**src/rtl/cmp_pin_override_pkg.sv**
```systemverilog
package cmp_pin_override_pkg;
   localparam int MODE_W = 3;
   localparam logic [MODE_W-1:0] MODE_INTERVAL = 3'd0;
   localparam logic [MODE_W-1:0] MODE_FREERUN  = 3'd1;

   typedef enum logic [1:0] {
      REQ_TOGGLE = 2'b00,
      REQ_CLEAR  = 2'b01,
      REQ_SET    = 2'b10,
      REQ_KEEP   = 2'b11
   } pin_req_e;
endpackage

```
**src/rtl/cmp_ctrl_reg.sv**
```systemverilog
module cmp_ctrl_reg #(
   parameter int NUM_CH = 4,
   localparam int REG_W = 2 * NUM_CH,
   localparam int IDX_W = (REG_W > 1) ? $clog2(REG_W) : 1
) (
   input  logic             clk,
   input  logic             rst_n,
   input  logic             wr_byte_en,
   input  logic             wr_bit_en,
   input  logic [IDX_W-1:0] wr_bit_idx,
   input  logic [REG_W-1:0] wr_data,
   output logic [REG_W-1:0] ctrl_q
);
   logic [REG_W-1:0] ctrl_d;
   logic             idx_ok;

   assign idx_ok = (int'(wr_bit_idx) < REG_W);

   always_comb begin
      ctrl_d = ctrl_q;
      if (wr_byte_en) begin
         ctrl_d = wr_data;
      end else if (wr_bit_en && idx_ok) begin
         ctrl_d[wr_bit_idx] = wr_data[0];
      end
   end

   always_ff @(posedge clk or negedge rst_n) begin
      if (!rst_n) ctrl_q <= '0;
      else        ctrl_q <= ctrl_d;
   end

   AST_BYTE_LOAD: assert property (@(posedge clk) disable iff (!rst_n)
      wr_byte_en |=> ctrl_q == $past(wr_data));
   AST_REG_HOLD: assert property (@(posedge clk) disable iff (!rst_n)
      (!wr_byte_en && !wr_bit_en) |=> $stable(ctrl_q));
   AST_BIT_LOAD: assert property (@(posedge clk) disable iff (!rst_n)
      (wr_bit_en && !wr_byte_en && idx_ok) |=> ctrl_q[$past(wr_bit_idx)] == $past(wr_data[0]));
endmodule

```
**src/rtl/cmp_match_det.sv**
```systemverilog
module cmp_match_det #(
   parameter int NUM_CH = 4,
   parameter int CNT_W  = 16
) (
   input  logic                    clk,
   input  logic                    rst_n,
   input  logic [CNT_W-1:0]        cnt_val,
   input  logic [NUM_CH*CNT_W-1:0] cmp_vals,
   output logic [NUM_CH-1:0]       hit
);
   logic [CNT_W-1:0]  cnt_q;
   logic              cnt_moved;
   logic [NUM_CH-1:0] fired_q;

   assign cnt_moved = (cnt_val != cnt_q);

   always_ff @(posedge clk or negedge rst_n) begin
      if (!rst_n) cnt_q <= '0;
      else        cnt_q <= cnt_val;
   end

   for (genvar m = 0; m < NUM_CH; m++) begin : g_ch
      logic eq;
      assign eq     = (cnt_val == cmp_vals[m*CNT_W +: CNT_W]);
      assign hit[m] = eq && (cnt_moved || !fired_q[m]);

      always_ff @(posedge clk or negedge rst_n) begin
         if (!rst_n)         fired_q[m] <= 1'b0;
         else if (cnt_moved) fired_q[m] <= hit[m];
         else                fired_q[m] <= fired_q[m] | hit[m];
      end

      AST_ONE_HIT_PER_VALUE: assert property (@(posedge clk) disable iff (!rst_n)
         hit[m] |=> !(hit[m] && cnt_val == $past(cnt_val)));
   end
endmodule

```
**src/rtl/cmp_pin_ctrl.sv**
```systemverilog
module cmp_pin_ctrl
   import cmp_pin_override_pkg::*;
#(
   parameter int NUM_CH = 4,
   localparam int REG_W = 2 * NUM_CH
) (
   input  logic              clk,
   input  logic              rst_n,
   input  logic [NUM_CH-1:0] hit,
   input  logic [REG_W-1:0]  ctrl_q,
   input  logic [MODE_W-1:0] tmr_mode,
   input  logic [NUM_CH-1:0] cap_sel,
   output logic [NUM_CH-1:0] pin_q
);
   logic mode_int, mode_free, mode_other;

   assign mode_int   = (tmr_mode == MODE_INTERVAL);
   assign mode_free  = (tmr_mode == MODE_FREERUN);
   assign mode_other = !mode_int && !mode_free;

   for (genvar m = 0; m < NUM_CH; m++) begin : g_ch
      logic     req_ok;
      pin_req_e req;

      assign req_ok = mode_int || (mode_free && !cap_sel[m]);
      assign req    = req_ok ? pin_req_e'(ctrl_q[2*m +: 2]) : REQ_TOGGLE;

      always_ff @(posedge clk or negedge rst_n) begin
         if (!rst_n) begin
            pin_q[m] <= 1'b0;
         end else if (hit[m]) begin
            unique case (req)
               REQ_TOGGLE: pin_q[m] <= ~pin_q[m];
               REQ_CLEAR:  pin_q[m] <= 1'b0;
               REQ_SET:    pin_q[m] <= 1'b1;
               REQ_KEEP:   pin_q[m] <= pin_q[m];
            endcase
         end
      end

      AST_TOGGLE_IDLE: assert property (@(posedge clk) disable iff (!rst_n)
         (hit[m] && mode_int && ctrl_q[2*m +: 2] == 2'b00) |=> pin_q[m] != $past(pin_q[m]));
      AST_CLEAR_FORCE: assert property (@(posedge clk) disable iff (!rst_n)
         (hit[m] && mode_int && ctrl_q[2*m +: 2] == 2'b01) |=> !pin_q[m]);
      AST_SET_FORCE: assert property (@(posedge clk) disable iff (!rst_n)
         (hit[m] && mode_int && ctrl_q[2*m +: 2] == 2'b10) |=> pin_q[m]);
      AST_KEEP_LEVEL: assert property (@(posedge clk) disable iff (!rst_n)
         (mode_int && ctrl_q[2*m +: 2] == 2'b11) |=> $stable(pin_q[m]));
      AST_OTHER_MODE_TOGGLE: assert property (@(posedge clk) disable iff (!rst_n)
         (hit[m] && mode_other) |=> pin_q[m] != $past(pin_q[m]));
      AST_CAPTURE_BYPASS: assert property (@(posedge clk) disable iff (!rst_n)
         (hit[m] && mode_free && cap_sel[m]) |=> pin_q[m] != $past(pin_q[m]));
      AST_NO_HIT_STABLE: assert property (@(posedge clk) disable iff (!rst_n)
         !hit[m] |=> $stable(pin_q[m]));
   end
endmodule

```
**src/rtl/cmp_pin_override.sv**
```systemverilog
module cmp_pin_override
   import cmp_pin_override_pkg::*;
#(
   parameter int NUM_CH = 4,
   parameter int CNT_W  = 16,
   localparam int REG_W = 2 * NUM_CH,
   localparam int IDX_W = (REG_W > 1) ? $clog2(REG_W) : 1
) (
   input  logic                    clk,
   input  logic                    rst_n,
   input  logic [CNT_W-1:0]        cnt_val,
   input  logic [NUM_CH*CNT_W-1:0] cmp_vals,
   input  logic [MODE_W-1:0]       tmr_mode,
   input  logic [NUM_CH-1:0]       cap_sel,
   input  logic                    wr_byte_en,
   input  logic                    wr_bit_en,
   input  logic [IDX_W-1:0]        wr_bit_idx,
   input  logic [REG_W-1:0]        wr_data,
   output logic [NUM_CH-1:0]       pin_out
);
   logic [REG_W-1:0]  ctrl_q;
   logic [NUM_CH-1:0] hit;

   initial begin
      AST_PARAM_CH: assert (NUM_CH >= 1 && NUM_CH <= 16)
         else $error("NUM_CH out of range");
      AST_PARAM_CNT: assert (CNT_W >= 2 && CNT_W <= 32)
         else $error("CNT_W out of range");
   end

   cmp_ctrl_reg #(.NUM_CH(NUM_CH)) u_reg (
      .clk       (clk),
      .rst_n     (rst_n),
      .wr_byte_en(wr_byte_en),
      .wr_bit_en (wr_bit_en),
      .wr_bit_idx(wr_bit_idx),
      .wr_data   (wr_data),
      .ctrl_q    (ctrl_q)
   );

   cmp_match_det #(.NUM_CH(NUM_CH), .CNT_W(CNT_W)) u_match (
      .clk     (clk),
      .rst_n   (rst_n),
      .cnt_val (cnt_val),
      .cmp_vals(cmp_vals),
      .hit     (hit)
   );

   cmp_pin_ctrl #(.NUM_CH(NUM_CH)) u_pins (
      .clk     (clk),
      .rst_n   (rst_n),
      .hit     (hit),
      .ctrl_q  (ctrl_q),
      .tmr_mode(tmr_mode),
      .cap_sel (cap_sel),
      .pin_q   (pin_out)
   );
endmodule

```
**config.mk**
```make
export PLATFORM = sky130hd
export DESIGN_NAME = cmp_pin_override
export DESIGN_NICKNAME = d
export VERILOG_FILES = /design/src/rtl/cmp_pin_override_pkg.sv /design/src/rtl/cmp_ctrl_reg.sv /design/src/rtl/cmp_match_det.sv /design/src/rtl/cmp_pin_ctrl.sv /design/src/rtl/cmp_pin_override.sv
export SDC_FILE = /design/constraint.sdc
export NUM_CORES = 1
export LEC_CHECK = 0
export ABC_AREA = 1
export CORE_ASPECT_RATIO = 1.1
export CORE_MARGIN = 3
export CORE_UTILIZATION = 45
export CTS_CLUSTER_DIAMETER = 80
export DETAILED_ROUTE_END_ITERATION = 8
export HOLD_SLACK_MARGIN = 0.06
export MAX_ROUTING_LAYER = met4
export PLACE_DENSITY_LB_ADDON = 0.12
export SLEW_MARGIN = 5
export SYNTH_ARGS = -nofsm -noshare
export SYNTH_HDL_FRONTEND = slang
export SYNTH_HIERARCHICAL = 1
export SYNTH_SLANG_ARGS = --single-unit
```
**constraint.sdc**
```tcl
create_clock -name clk -period 1.95 [get_ports clk]
set_clock_uncertainty 0.15 [all_clocks]
set_input_delay 0.39 -clock clk [delete_from_list [all_inputs] [get_ports clk]]
set_output_delay 0.39 -clock clk [all_outputs]
set_load 0.1 [all_outputs]
```
After elaboration in Yosys (flattened, before gate mapping)
Cells that the tools add are included.
{"block": "word_totals", "register_bits": 32, "output_inout_bits": 4}
{"block": "op_classes", "order_cmp": 2, "eq_ne": 18, "mux": 17, "bitwise": 12, "n_reduce_logical": 35}
{"op": "16-bit equality test", "n": 4}
{"op": "2-bit equality test, second input constant", "n": 8}
{"op": "8-bit two-way mux", "n": 2}
{"op": "16-bit != test", "n": 1}
{"op": "1-bit case mux with 3 select lines", "n": 4}
{"op": "1-bit logical AND", "n": 9}
{"op": "8-bit bitwise mux", "n": 1}
{"op": "2-bit by 1-bit equality test with 1-bit output, second input constant", "n": 4}
{"op": "1-bit zero test", "n": 8}
{"op": "2-bit zero test", "n": 4}
{"op": "1-bit logical OR", "n": 8}
{"op": "2-bit two-way mux", "n": 4}
{"op": "1-bit NOT", "n": 8}
{"op": "2-bit AND reduction", "n": 4}
{"op": "1-bit two-way mux", "n": 5}
{"op": "3-bit by 4-bit < comparator with 1-bit output, second input constant", "n": 1}
{"op": "1-bit OR", "n": 4}
{"op": "1-bit demux with 3-bit select", "n": 1}
{"op": "3-bit by 1-bit equality test with 1-bit output, second input constant", "n": 1}
{"op": "3-bit by 1-bit greater-or-equal comparator with 1-bit output, second input constant", "n": 1}
{"op": "3-bit zero test", "n": 1}
{"op": "2-bit nonzero test", "n": 1}

Logic depth before layout (Yosys ltp)
Gate-level depths: netlist of the first run.
{"block": "logic_depth", "ltp_word": 7, "ltp_mapped": 14, "depth_no_buf": 13}

Hierarchy
Netlist of the first run, hierarchy kept.
{"module": "cmp_match_det", "n_inst": 1, "cells_per_inst": 276, "area_per_inst_um2": 1839.3, "seq_area_each_um2": 500.5}
{"module": "cmp_ctrl_reg", "n_inst": 1, "cells_per_inst": 88, "area_per_inst_um2": 564.3, "seq_area_each_um2": 200.2}
{"module": "cmp_pin_ctrl", "n_inst": 1, "cells_per_inst": 65, "area_per_inst_um2": 436.7, "seq_area_each_um2": 100.1}

Worst setup path after synthesis of the first run
OpenSTA, ideal clock, no wires.
{"block": "synth_path", "path_type": "input-to-reg", "startpoint": "in cnt_val[6]", "endpoint": "reg u_pins.pin_q[0]", "setup_time_ps": 122, "t_arrival_ps": 1312, "setup_slack_ps": 366, "stages": 13, "path_cell_list": "buf_4 nor2_1 nor2_1 nor2_1 nand2_2 nor2_4 nand3_1 nand2_1 inv_1 inv_1 nor2_1 nand3_1 nand2_1"}
{"block": "synth_via", "elab_chain_cells": 4}
{"element": "start, declared", "line_no": "cmp_pin_override.sv:11", "text": "input logic [CNT_W-1:0] cnt_val,"}
{"element": "16-bit != test", "line_no": "cmp_match_det.sv:15", "text": "assign cnt_moved = (cnt_val != cnt_q);"}
{"element": "1-bit logical OR", "line_no": "cmp_match_det.sv:25", "text": "assign hit[m] = eq && (cnt_moved || !fired_q[m]);"}
{"element": "1-bit logical AND *", "line_no": "cmp_match_det.sv:25"}
{"element": "net hit[0]", "line_no": "cmp_pin_override.sv:22", "text": "logic [NUM_CH-1:0] hit;"}
{"element": "2-bit AND reduction (no line) *"}
{"element": "end signal, assigned by index", "line_no": "cmp_pin_ctrl.sv:33", "text": "REQ_TOGGLE: pin_q[m] <= ~pin_q[m];"}
{"element": "end signal, assigned by index", "line_no": "cmp_pin_ctrl.sv:36", "text": "REQ_KEEP: pin_q[m] <= pin_q[m];"}
{"element": "end, declared", "line_no": "cmp_pin_ctrl.sv:13", "text": "output logic [NUM_CH-1:0] pin_q"}
The timed path passes the listed nets; every way through them passes the cells marked *.
A chain may end at the register's enable or synchronous reset.

Final worst setup path of the first run
{"block": "layout_path", "startpoint": "in tmr_mode[0]", "endpoint": "reg u_pins.pin_q[0]"}
{"block": "layout_via", "elab_chain_cells": 7}
{"element": "start, declared", "line_no": "cmp_pin_override.sv:13", "text": "input logic [MODE_W-1:0] tmr_mode,"}
{"element": "3-bit by 1-bit equality test with 1-bit output", "line_no": "cmp_pin_ctrl.sv:18", "text": "assign mode_free = (tmr_mode == MODE_FREERUN);"}
{"element": "1-bit logical AND", "line_no": "cmp_pin_ctrl.sv:25", "text": "assign req_ok = mode_int || (mode_free && !cap_sel[m]);"}
{"element": "1-bit logical OR *", "line_no": "cmp_pin_ctrl.sv:25"}
{"element": "2-bit two-way mux *", "line_no": "cmp_pin_ctrl.sv:26", "text": "assign req = req_ok ? pin_req_e'(ctrl_q[2*m +: 2]) : REQ_TOGGLE;"}
{"element": "parallel branches: the longest is 3 deep, another holds 1-bit case mux with 3 select lines"}
Every way passes the cells marked *.

==> summary.md, run 1 <==
| Metric | Value |
|---|---|
| Slew Limit Headroom | `72.20%` |
| Max Cap Viol | `0` |
| DRT Wirelength | `7.220 mm` |
| Post-synth EDFFs | `0` |
| Synthesis warning total | `6` |
| DIE AREA | `7302 um^2` |
| Net Count, Synth | `539` |
| Minimum clock period | `1830 ps` |
| Tightest Hold Check Type | `in2reg` |
| Hold Worst Slack | `238.6 ps` |
| Die X | `81.75 um` |
| Drt drc | `0` |
| Num CTS Buffers | `5` |
| DP Area | `3993 um^2` |
| DR vias/cell | `4.577` |
| Largest net degree at the start of global routing | `33` |
| Cells after synthesis | `429` |
| Layout cell share with drive strength beyond 1 | `13.81%` |
| Routed Antenna Nets | `0` |
| Crit path capture type | `flip-flop` |
| Vias in the first global route | `2670` |
| Initial DRC Count | `75` |
| Clock Tree Root | `clkbuf_8` |
| Final Setup Violations | `0` |
| CTS tree | `done` |
| # rows | `29` |
| Die outline height | `89.33 um` |
| Synth area leader | `dfrtp_1` |
| Fin. Hold Viols | `0` |
| Critical Path RT | `1970 ps` |
| IO Count | `106` |
| Final GP Congestion | `0.8908` |
| Worst Tran Pin Value | `415.7 ps` |
| Gr ovfl total | `0` |
| Clock Path Buffers | `2` |
| Top-area cell type share of the netlist area | `28.19%` |
| Status | `finished clean` |
| Layout area overhead | `48.02%` |
| Critical Path Start Type | `primary input` |
| Number of antenna repair diodes | `0` |
| Syn Area/Cell | `6.621 um^2` |
| Antenna violations before repair | `0` |
| Arrival time at the worst endpoint | `1850 ps` |
| First-pass GRT wire length | `11.44 mm` |
| Cell Area, Synth | `2840 um^2` |
| Synth cell types | `21` |
| Synthesized flop and latch total | `32` |
| Top_reg_cell synth | `dfrtp_1` |
| Gr usage total | `20.62%` |
| Slew Viols, Final | `0` |
| Fin crit share | `93.86%` |
| H-tree levels | `2` |
| Initial Util | `47.73%` |
| Most frequent cells after synthesis | `146 x nand2_1, 56 x xnor2_1, 48 x inv_1, 44 x nor2_1, 32 x dfrtp_1` |
| Worst skew pair latency | `280 ps` |
| Vias | `2838` |
| Power per standard cell area | `445.9 nW/um^2` |
| Seq/Total Area, Yosys | `28.19%` |
| CTS clk-pin slew, worst paths | `70 ps` |
| Fraction of registers with async set/reset | `100.0%` |
| TritonCTS Sinks | `32` |
| Lkg Pwr | `2.061 nW` |
| Layout Nets | `653` |
| Port Buffers | `105` |
| CTS Hold Bufs | `0` |
| Max rail drop VDD | `0.2859 mV` |
| Max Fclk | `546.3 MHz` |
| Crit Path Category | `in2reg` |
| Core Box Area | `5951 um^2` |
| Crit Path Max Fanout | `4` |
| Routed length per instance | `11.65 um` |
| Core Util, Final | `70.65%` |
| Top cells by area, synth | `dfrtp_1 28%, nand2_1 19%, xnor2_1 17%, inv_1 6.3%, nor2_1 5.8%` |
| Final instance area | `4204 um^2` |
| First-pass DRT Iterations | `4` |
| Unrepaired setup endpoints after global routing | `no` |
| Post-DP HPWL | `5.869 mm` |
| Most frequent cell after synthesis | `nand2_1` |
## stage by stage
stage	setup TNS (ps)	setup slack [ps]	power [mW]	cells
floorplan	0	365.6	1.039	429
global placement	-1359	-300.8	1.313	606
detailed placement	-1747	-377.8	1.327	606
CTS	0	15.60	1.873	613
global route	0	1.515	1.987	620
finish	0	119.7	1.875	620
## cells in the final DEF, fill, tap and decap left out, drive strengths merged
cell           netlist  routed
nor2                51      51
dlymetal6s2s         0       4
xor2                 1       1
nand3               31      31
o21ai                8       8
o21bai               2       2
xnor2               56      56
clkdlybuf4s50        0      85
dfrtp               32      32
dlygate4sd2          0      11
nand3b               1       1
clkdlybuf4s15        0       1
and3                 4       4
ha                   8       8
inv                 64      64
buf                 17      23
clkbuf               0       7
nand2              149     149
nand4                5       5
## worst paths after layout
kind / startpoint / slack, ps / depth (start not counted) / endpoint
max: tmr_mode[0] / 120 / 8 / u_pins/pin_q[0]
max reg2reg: u_match/cnt_q[2] / 370 / 12 / u_pins/pin_q[1]
min: cnt_val[10] / 240 / 2 / u_match/cnt_q[10]
min in group asynchronous: rst_n / 350 / 2 / u_match/cnt_q[2]
min reg2reg: u_reg/ctrl_q[5] / 360 / 2 / u_reg/ctrl_q[5]
max in group asynchronous: rst_n / 990 / 2 / u_match/cnt_q[11]
## cell type report
cell class                      count  area (um^2)
Timing Repair Buffer              124         1245
Fill cell                         526         1747
Inverter                           64        240.2
Sequential cell                    32        800.8
Clock buffer                        7        96.34
Multi-Input combinational cell    316         1725
Tap cell                           77        96.34
## critical path: stages
cell and delay (ps):
clkdlybuf4s50_1 550, nand2_1 100, and3_2 230, ha_1 310, inv_1 70, nand2_1 60
nand3_1 80, nand2_1 50
## layer usage
| layer | up-vias | GRT usage, % | routed length [um] |
|---|---|---|---|
| met3 | 7 | 3.629 | 478 |
| met1 | 1251 | 23.21 | 3032 |
| met2 | 79 | 37.62 | 3645 |
| met5 | - | - | 0 |
| li1 | 1501 | - | - |
| met4 | 0 | 4.834 | 63 |
## sequential cells by signal, summed over array words and instances (netlist names)
| signal | count |
|---|---|
| u_match/cnt_q | 16 |
| u_match/fired_q | 4 |
| u_pins/pin_q | 4 |
| u_reg/ctrl_q | 8 |
## report_power, final
part	switching [mW]	internal [mW]	total [mW]
logic	0.263	0.342	0.605
registers	0.0180	0.697	0.715
clock network	0.240	0.314	0.555
total	0.522	1.35	1.87
## cells by family after synthesis
group                    synth area share (%)
AO/OA/AOI/OAI                           1.938
XOR/XNOR                                17.58
adder cells (fa/ha/maj)                 3.524
buffers and inverters                   12.86
flip-flops                              28.19
AND/OR/NAND/NOR                         35.90
## what timing repair did
action / CTS / global route
pin swaps: 0 / 14
resized for setup: 12 / 26
setup buffers: 0 / 7
hold endpoints to repair: 0 / 0
endpoints found under the setup margin: 4 / 4
No activity file was read; power rests on OpenSTA's default activity.
==> inputs of run 2 (changes only) <==
PLACE_DENSITY_LB_ADDON = 0.05   (was 0.12)
==> summary.md, run 2 (synthesis results as in run 1) <==
| Metric | Value |
|---|---|
| Most common cell after layout, fill and taps aside | `nand2_1` |
| Critical Path RT | `1980 ps` |
| Slew Limit Headroom | `71.28%` |
| Worst setup path start | `tmr_mode[0]` |
| Die outline height | `89.33 um` |
| Switch Pwr | `0.5474 mW` |
| Layout area overhead | `46.17%` |
| Power per standard cell area | `470.6 nW/um^2` |
| Dpl ws | `-386.2 ps` |
| Number of antenna repair diodes | `0` |
| Hold Crit Start | `cnt_val[3]` |
| Crit Path Max Fanout | `4` |
| Core Box Area | `5951 um^2` |
| Fin cells | `614` |
| Fin crit share | `95.24%` |
| Worst skew pair latency | `290 ps` |
| Clock power frac | `33.1%` |
| Setup slack, reg-to-reg | `310 ps` |
| Final GP Congestion | `0.9085` |
| Vias | `2812` |
| Internal | `1.407 mW` |
| Placed instance count | `604` |
| Crit Path Category | `in2reg` |
| Largest net degree at the start of global routing | `33` |
| Initial Util | `47.73%` |
| # rows | `29` |
| Fin. Hold Viols | `0` |
| Switching Fraction | `28.01%` |
| Port Buffers | `105` |
| Post-DP HPWL | `5.864 mm` |
| Setup TNS | `0 ps` |
| Slew Viols, Final | `0` |
| Worst Tran Pin Value | `429.4 ps` |
| CTS tree | `done` |
| Arrival time at the worst endpoint | `1890 ps` |
| First-pass DRT Iterations | `4` |
| Cells on worst reg2reg path | `12` |
| Final Setup Violations | `0` |
| Status | `finished clean` |
| Vias in the first global route | `2692` |
| Gr ovfl total | `0` |
| Gr usage total | `20.67%` |
| IO Count | `106` |
| Num CTS Buffers | `5` |
| Max FFs per register | `16` |
| Minimum clock period | `1857 ps` |
| DIE AREA | `7302 um^2` |
| TritonCTS Sinks | `32` |
| Fillers | `547` |
| Regs by FF count | `u_match/cnt_q: 16 flops, u_reg/ctrl_q: 8 flops` |
| CTS Hold Bufs | `0` |
| Crit Reg-Reg Endpoint | `u_pins/pin_q[0]` |
| Drt drc | `0` |
| Most frequent cells in the layout | `145 x nand2_1, 85 x clkdlybuf4s50_1, 54 x xnor2_1, 47 x inv_1, 43 x nor2_1` |
| Max rail drop VDD | `0.4041 mV` |
| Layout Nets | `646` |
| Hold path depth | `2` |
| DP Area | `3978 um^2` |
| Clock Path Buffers | `2` |
| Tightest Hold Check Type | `in2reg` |
| RR Startpoint | `u_match/cnt_q[8]` |
| Routed Antenna Nets | `0` |
| Part of the power in combinational logic | `30.3%` |
| Routed length per instance | `11.92 um` |
| Critical Path Start Type | `primary input` |
| Clock Tree Root | `clkbuf_8` |
| Crit path capture type | `flip-flop` |
| First-pass GRT wire length | `11.33 mm` |
| Max Cap Viol | `0` |
| Core Util, Final | `69.76%` |
| CTS clk-pin slew, worst paths | `70 ps` |
| Antenna violations before repair | `0` |
| Hold Path End | `u_match/cnt_q[3]` |
| H-tree levels | `2` |
| Initial DRC Count | `106` |
| Die X | `81.75 um` |
| Final instance area | `4151 um^2` |
| Sequential share of power | `36.6%` |
| Unrepaired setup endpoints after global routing | `no` |
| DRT Wirelength | `7.321 mm` |
| DR vias/cell | `4.580` |
| Max Fclk | `538.5 MHz` |
| Lkg Pwr | `2.041 nW` |
| Largest register by flop count | `u_match/cnt_q` |
| Setup WS post-layout | `92.84 ps` |
| Layout cell share with drive strength beyond 1 | `11.73%` |
-- run 2: timing repair --
action,CTS,global route
setup endpoints to repair,4,4
cloned,0,0
setup buffers,0,2
pin swaps,0,9
gates resized for setup,11,19
-- run 2: area by class of cell --
type	instances	area [um^2]	area share (%)
clock inverter	3	42.54	1.025
multi-input combinational	316	1714	41.29
timing repair buffer	117	1189	28.63
tap	77	96.34	2.321
sequential	32	800.8	19.29
inverter	64	240.2	5.787
clock buffer	5	68.82	1.658
-- run 2: per-layer routing --
metal	wire length (um)	share of wire, %	track usage (%)	vias up
met4	75	1.0	5.438	0
met2	3883	53	38.28	72
met5	0	0	-	-
met1	2936	40	22.36	1240
li1	-	-	-	1490
met3	425	5.8	3.931	10
-- run 2: stage by stage --
| step | hold WS [ps] | total power [mW] |
|---|---|---|
| 6_report | 225.4 | 1.954 |
| 5_1_grt | 227.5 | 2.058 |
| 4_1_cts | 346.0 | 1.970 |
| 3_5_place_dp | 345.2 | 1.322 |
| 3_3_place_gp | 341.4 | 1.309 |
| 2_1_floorplan | -55.59 | 1.039 |
-- run 2: power by group through the flow --
stage	logic [mW]	registers (mW)	clock network [mW]
after floorplan	0.315	0.723	0
after global placement	0.583	0.726	0
after detailed placement	0.595	0.727	0
after CTS	0.590	0.715	0.665
after global routing	0.656	0.718	0.684
final	0.592	0.714	0.647
-- run 2: worst max-delay path, cell delays in order --
cell	delay, ps
clkdlybuf4s50_1	590
nand2_1	120
and3_2	230
ha_1	310
inv_1	60
nand2_1	50
nand3_1	80
nand2_1	50
-- run 2: how the worst max path moves through the flow --
stage | end | slack [ps] | cells after the start
after floorplan | u_pins/pin_q[0] | 370 | 13
after global placement | u_pins/pin_q[0] | -340 | 11
after detailed placement | u_pins/pin_q[0] | -390 | 14
after CTS | u_pins/pin_q[0] | 10 | 11
after global routing | u_pins/pin_q[0] | 10 | 14
final | u_pins/pin_q[2] | 90 | 8
==> inputs of run 3 (changes only) <==
CORE_UTILIZATION = 49   (was 45)
clock period = 2.2 ns   (was 1.95 ns; I/O delays follow)
==> summary.md, run 3 (synthesis results as in run 1) <==
| Metric | Value |
|---|---|
| Status | `finished clean` |
| Max Fclk | `479.2 MHz` |
| Setup slack, reg-to-reg | `580 ps` |
| DRT Wirelength | `7.340 mm` |
| Worst skew pair latency | `290 ps` |
| DP Area | `3925 um^2` |
| Hold Crit Start | `cnt_val[6]` |
| Die X | `78.59 um` |
| Fin cells | `609` |
| Final GP Congestion | `0.9240` |
| Top Metal Used | `met4` |
| Arrival time at the worst endpoint | `2100 ps` |
| Most frequent cells in the layout | `146 x nand2_1, 94 x clkdlybuf4s50_1, 56 x xnor2_1, 48 x inv_1, 44 x nor2_1` |
| Final instance area | `4020 um^2` |
| Hold path depth | `1` |
| Setup TNS | `0 ps` |
| Layout cell share with drive strength beyond 1 | `9.363%` |
| Vias | `2875` |
| Max rail drop VDD | `0.3536 mV` |
| Setup bufs post-CTS | `0` |
| Regs by FF count | `u_match/cnt_q: 16 flops, u_reg/ctrl_q: 8 flops` |
| Routed length per instance | `12.05 um` |
| Fin crit share | `94.86%` |
| Routed Antenna Nets | `0` |
| Largest stage delay on the critical path | `700 ps` |
| Hold Path End | `u_match/cnt_q[6]` |
| Slew Viols, Final | `0` |
| Antenna violations before repair | `0` |
| Initial DRC Count | `85` |
| Max FFs per register | `16` |
| DRT met1 WL | `3.112 mm` |
| Cells on worst reg2reg path | `12` |
| DIE AREA | `6747 um^2` |
| Worst-path cell chain | `clkdlybuf4s50_1 -> xnor2_1 -> nand2_1 -> nor2_1 -> nand2_1 -> nor2_1 -> nand2_1 -> inv_1 -> inv_1 -> o21ai_0 -> nand2_1` |
| Initial Util | `51.64%` |
| DR WL met2 | `3.763 mm` |
| Crit Path Category | `in2reg` |
| Fillers | `471` |
| First-pass DRT Iterations | `4` |
| Buffers plus inverters on the worst setup path | `3` |
| Worst Tran Pin Value | `431.7 ps` |
| Fin. Hold Viols | `0` |
| Crit path capture type | `flip-flop` |
| # rows | `28` |
| Lkg Pwr | `1.999 nW` |
| Critical Path Start Type | `primary input` |
| Most common cell after layout, fill and taps aside | `nand2_1` |
| Gr usage total | `23.29%` |
| PnR Total Power | `1.593 mW` |
| Largest register by flop count | `u_match/cnt_q` |
| Critical path's slowest cell | `clkdlybuf4s50_1` |
| CTS tree | `done` |
| DR vias/cell | `4.721` |
| Layout Nets | `644` |
| Met3 routed WL | `391 um` |
| Crit Path Max Fanout | `7` |
| First-pass GRT wire length | `12.29 mm` |
| Drt drc | `0` |
| RR Startpoint | `u_match/cnt_q[1]` |
| Post-DP HPWL | `6.008 mm` |
| IO Count | `106` |
| Gr ovfl total | `0` |
| Critical Path RT | `2220 ps` |
| Minimum clock period | `2087 ps` |
| Num CTS Buffers | `5` |
| Slew Limit Headroom | `71.22%` |
| Largest net degree at the start of global routing | `33` |
| Core Box Area | `5500 um^2` |
| Unrepaired setup endpoints after global routing | `no` |
| Power per standard cell area | `396.4 nW/um^2` |
| CTS clk-pin slew, worst paths | `70 ps` |
| Placed instance count | `602` |
| Worst path most repeated cell | `nand2_1` |
| H-tree levels | `2` |
| Layout area overhead | `41.54%` |
| Final Setup Violations | `0` |
| Vias in the first global route | `2852` |
| Cell family with most CP delay | `buffers and inverters` |
| TritonCTS Sinks | `32` |
| Number of antenna repair diodes | `0` |
| Max Cap Viol | `0` |
| Tightest Hold Check Type | `in2reg` |
| Crit Reg-Reg Endpoint | `u_pins/pin_q[3]` |
| Clock Path Buffers | `2` |
| Clock Tree Root | `clkbuf_8` |
| Die outline height | `85.85 um` |
| Port Buffers | `105` |
==> run 3: where the power goes <==
group          switching [mW]  internal (mW)
Sequential             0.0165          0.618
Clock                   0.217          0.215
Combinational           0.230          0.297
Total                   0.464           1.13
==> run 3: area by class of cell <==
type                            count  area (um^2)  area share, %
Multi-Input combinational cell    316         1674          41.64
Sequential cell                    32        800.8          19.92
Tap cell                           75        93.84          2.334
Timing Repair Buffer              115         1134          28.20
Inverter                           64        240.2          5.976
Clock buffer                        6        72.57          1.805
Clock inverter                      1        5.005         0.1245
==> run 3: worst register-to-register path: cells and delay by family (launching register included) <==
family | cells | cell delay, ps
DFF | 1 | 380
and+or+nand+nor | 10 | 880
buffers and inverters | 2 | 100
==> run 3: routing by layer <==
layer  vias up  GRT usage, %
met4         0         4.769
met1      1296         27.03
met5         -             -
met2        81         41.54
met3         7         4.727
li1       1491             -
==> run 3: what timing repair did <==
action | in CTS | in global routing
setup endpoints to repair | 0 | 3
hold buffers | 0 | 0
gates resized for setup | 0 | 7
endpoints found under the hold margin | 0 | 0
==> run 3: worst max path at each step <==
| stage | cells after the start | slack [ps] | start | end |
|---|---|---|---|---|
| 6_report | 11 | 110 | cnt_val[14] | u_pins/pin_q[3] |
| 2_1_floorplan | 13 | 570 | cnt_val[6] | u_pins/pin_q[0] |
| 4_1_cts | 11 | 80 | cnt_val[0] | u_pins/pin_q[0] |
| 3_5_place_dp | 11 | -210 | cnt_val[0] | u_pins/pin_q[0] |
| 5_1_grt | 14 | 3 | cnt_val[14] | u_pins/pin_q[0] |
| 3_3_place_gp | 11 | -140 | cnt_val[0] | u_pins/pin_q[0] |
==> run 3: per-stage QoR <==
| step | setup slack, ps | hold WS, ps | util, % |
|---|---|---|---|
| floorplan | 565.6 | -5.591 | - |
| global placement | -135.8 | 336.8 | 71.36 |
| detailed placement | -211.2 | 359.3 | 71.36 |
| CTS | 84.04 | 371.8 | 72.77 |
| global route | 2.590 | 318.2 | 73.09 |
| finish | 113.0 | 300.9 | 73.09 |
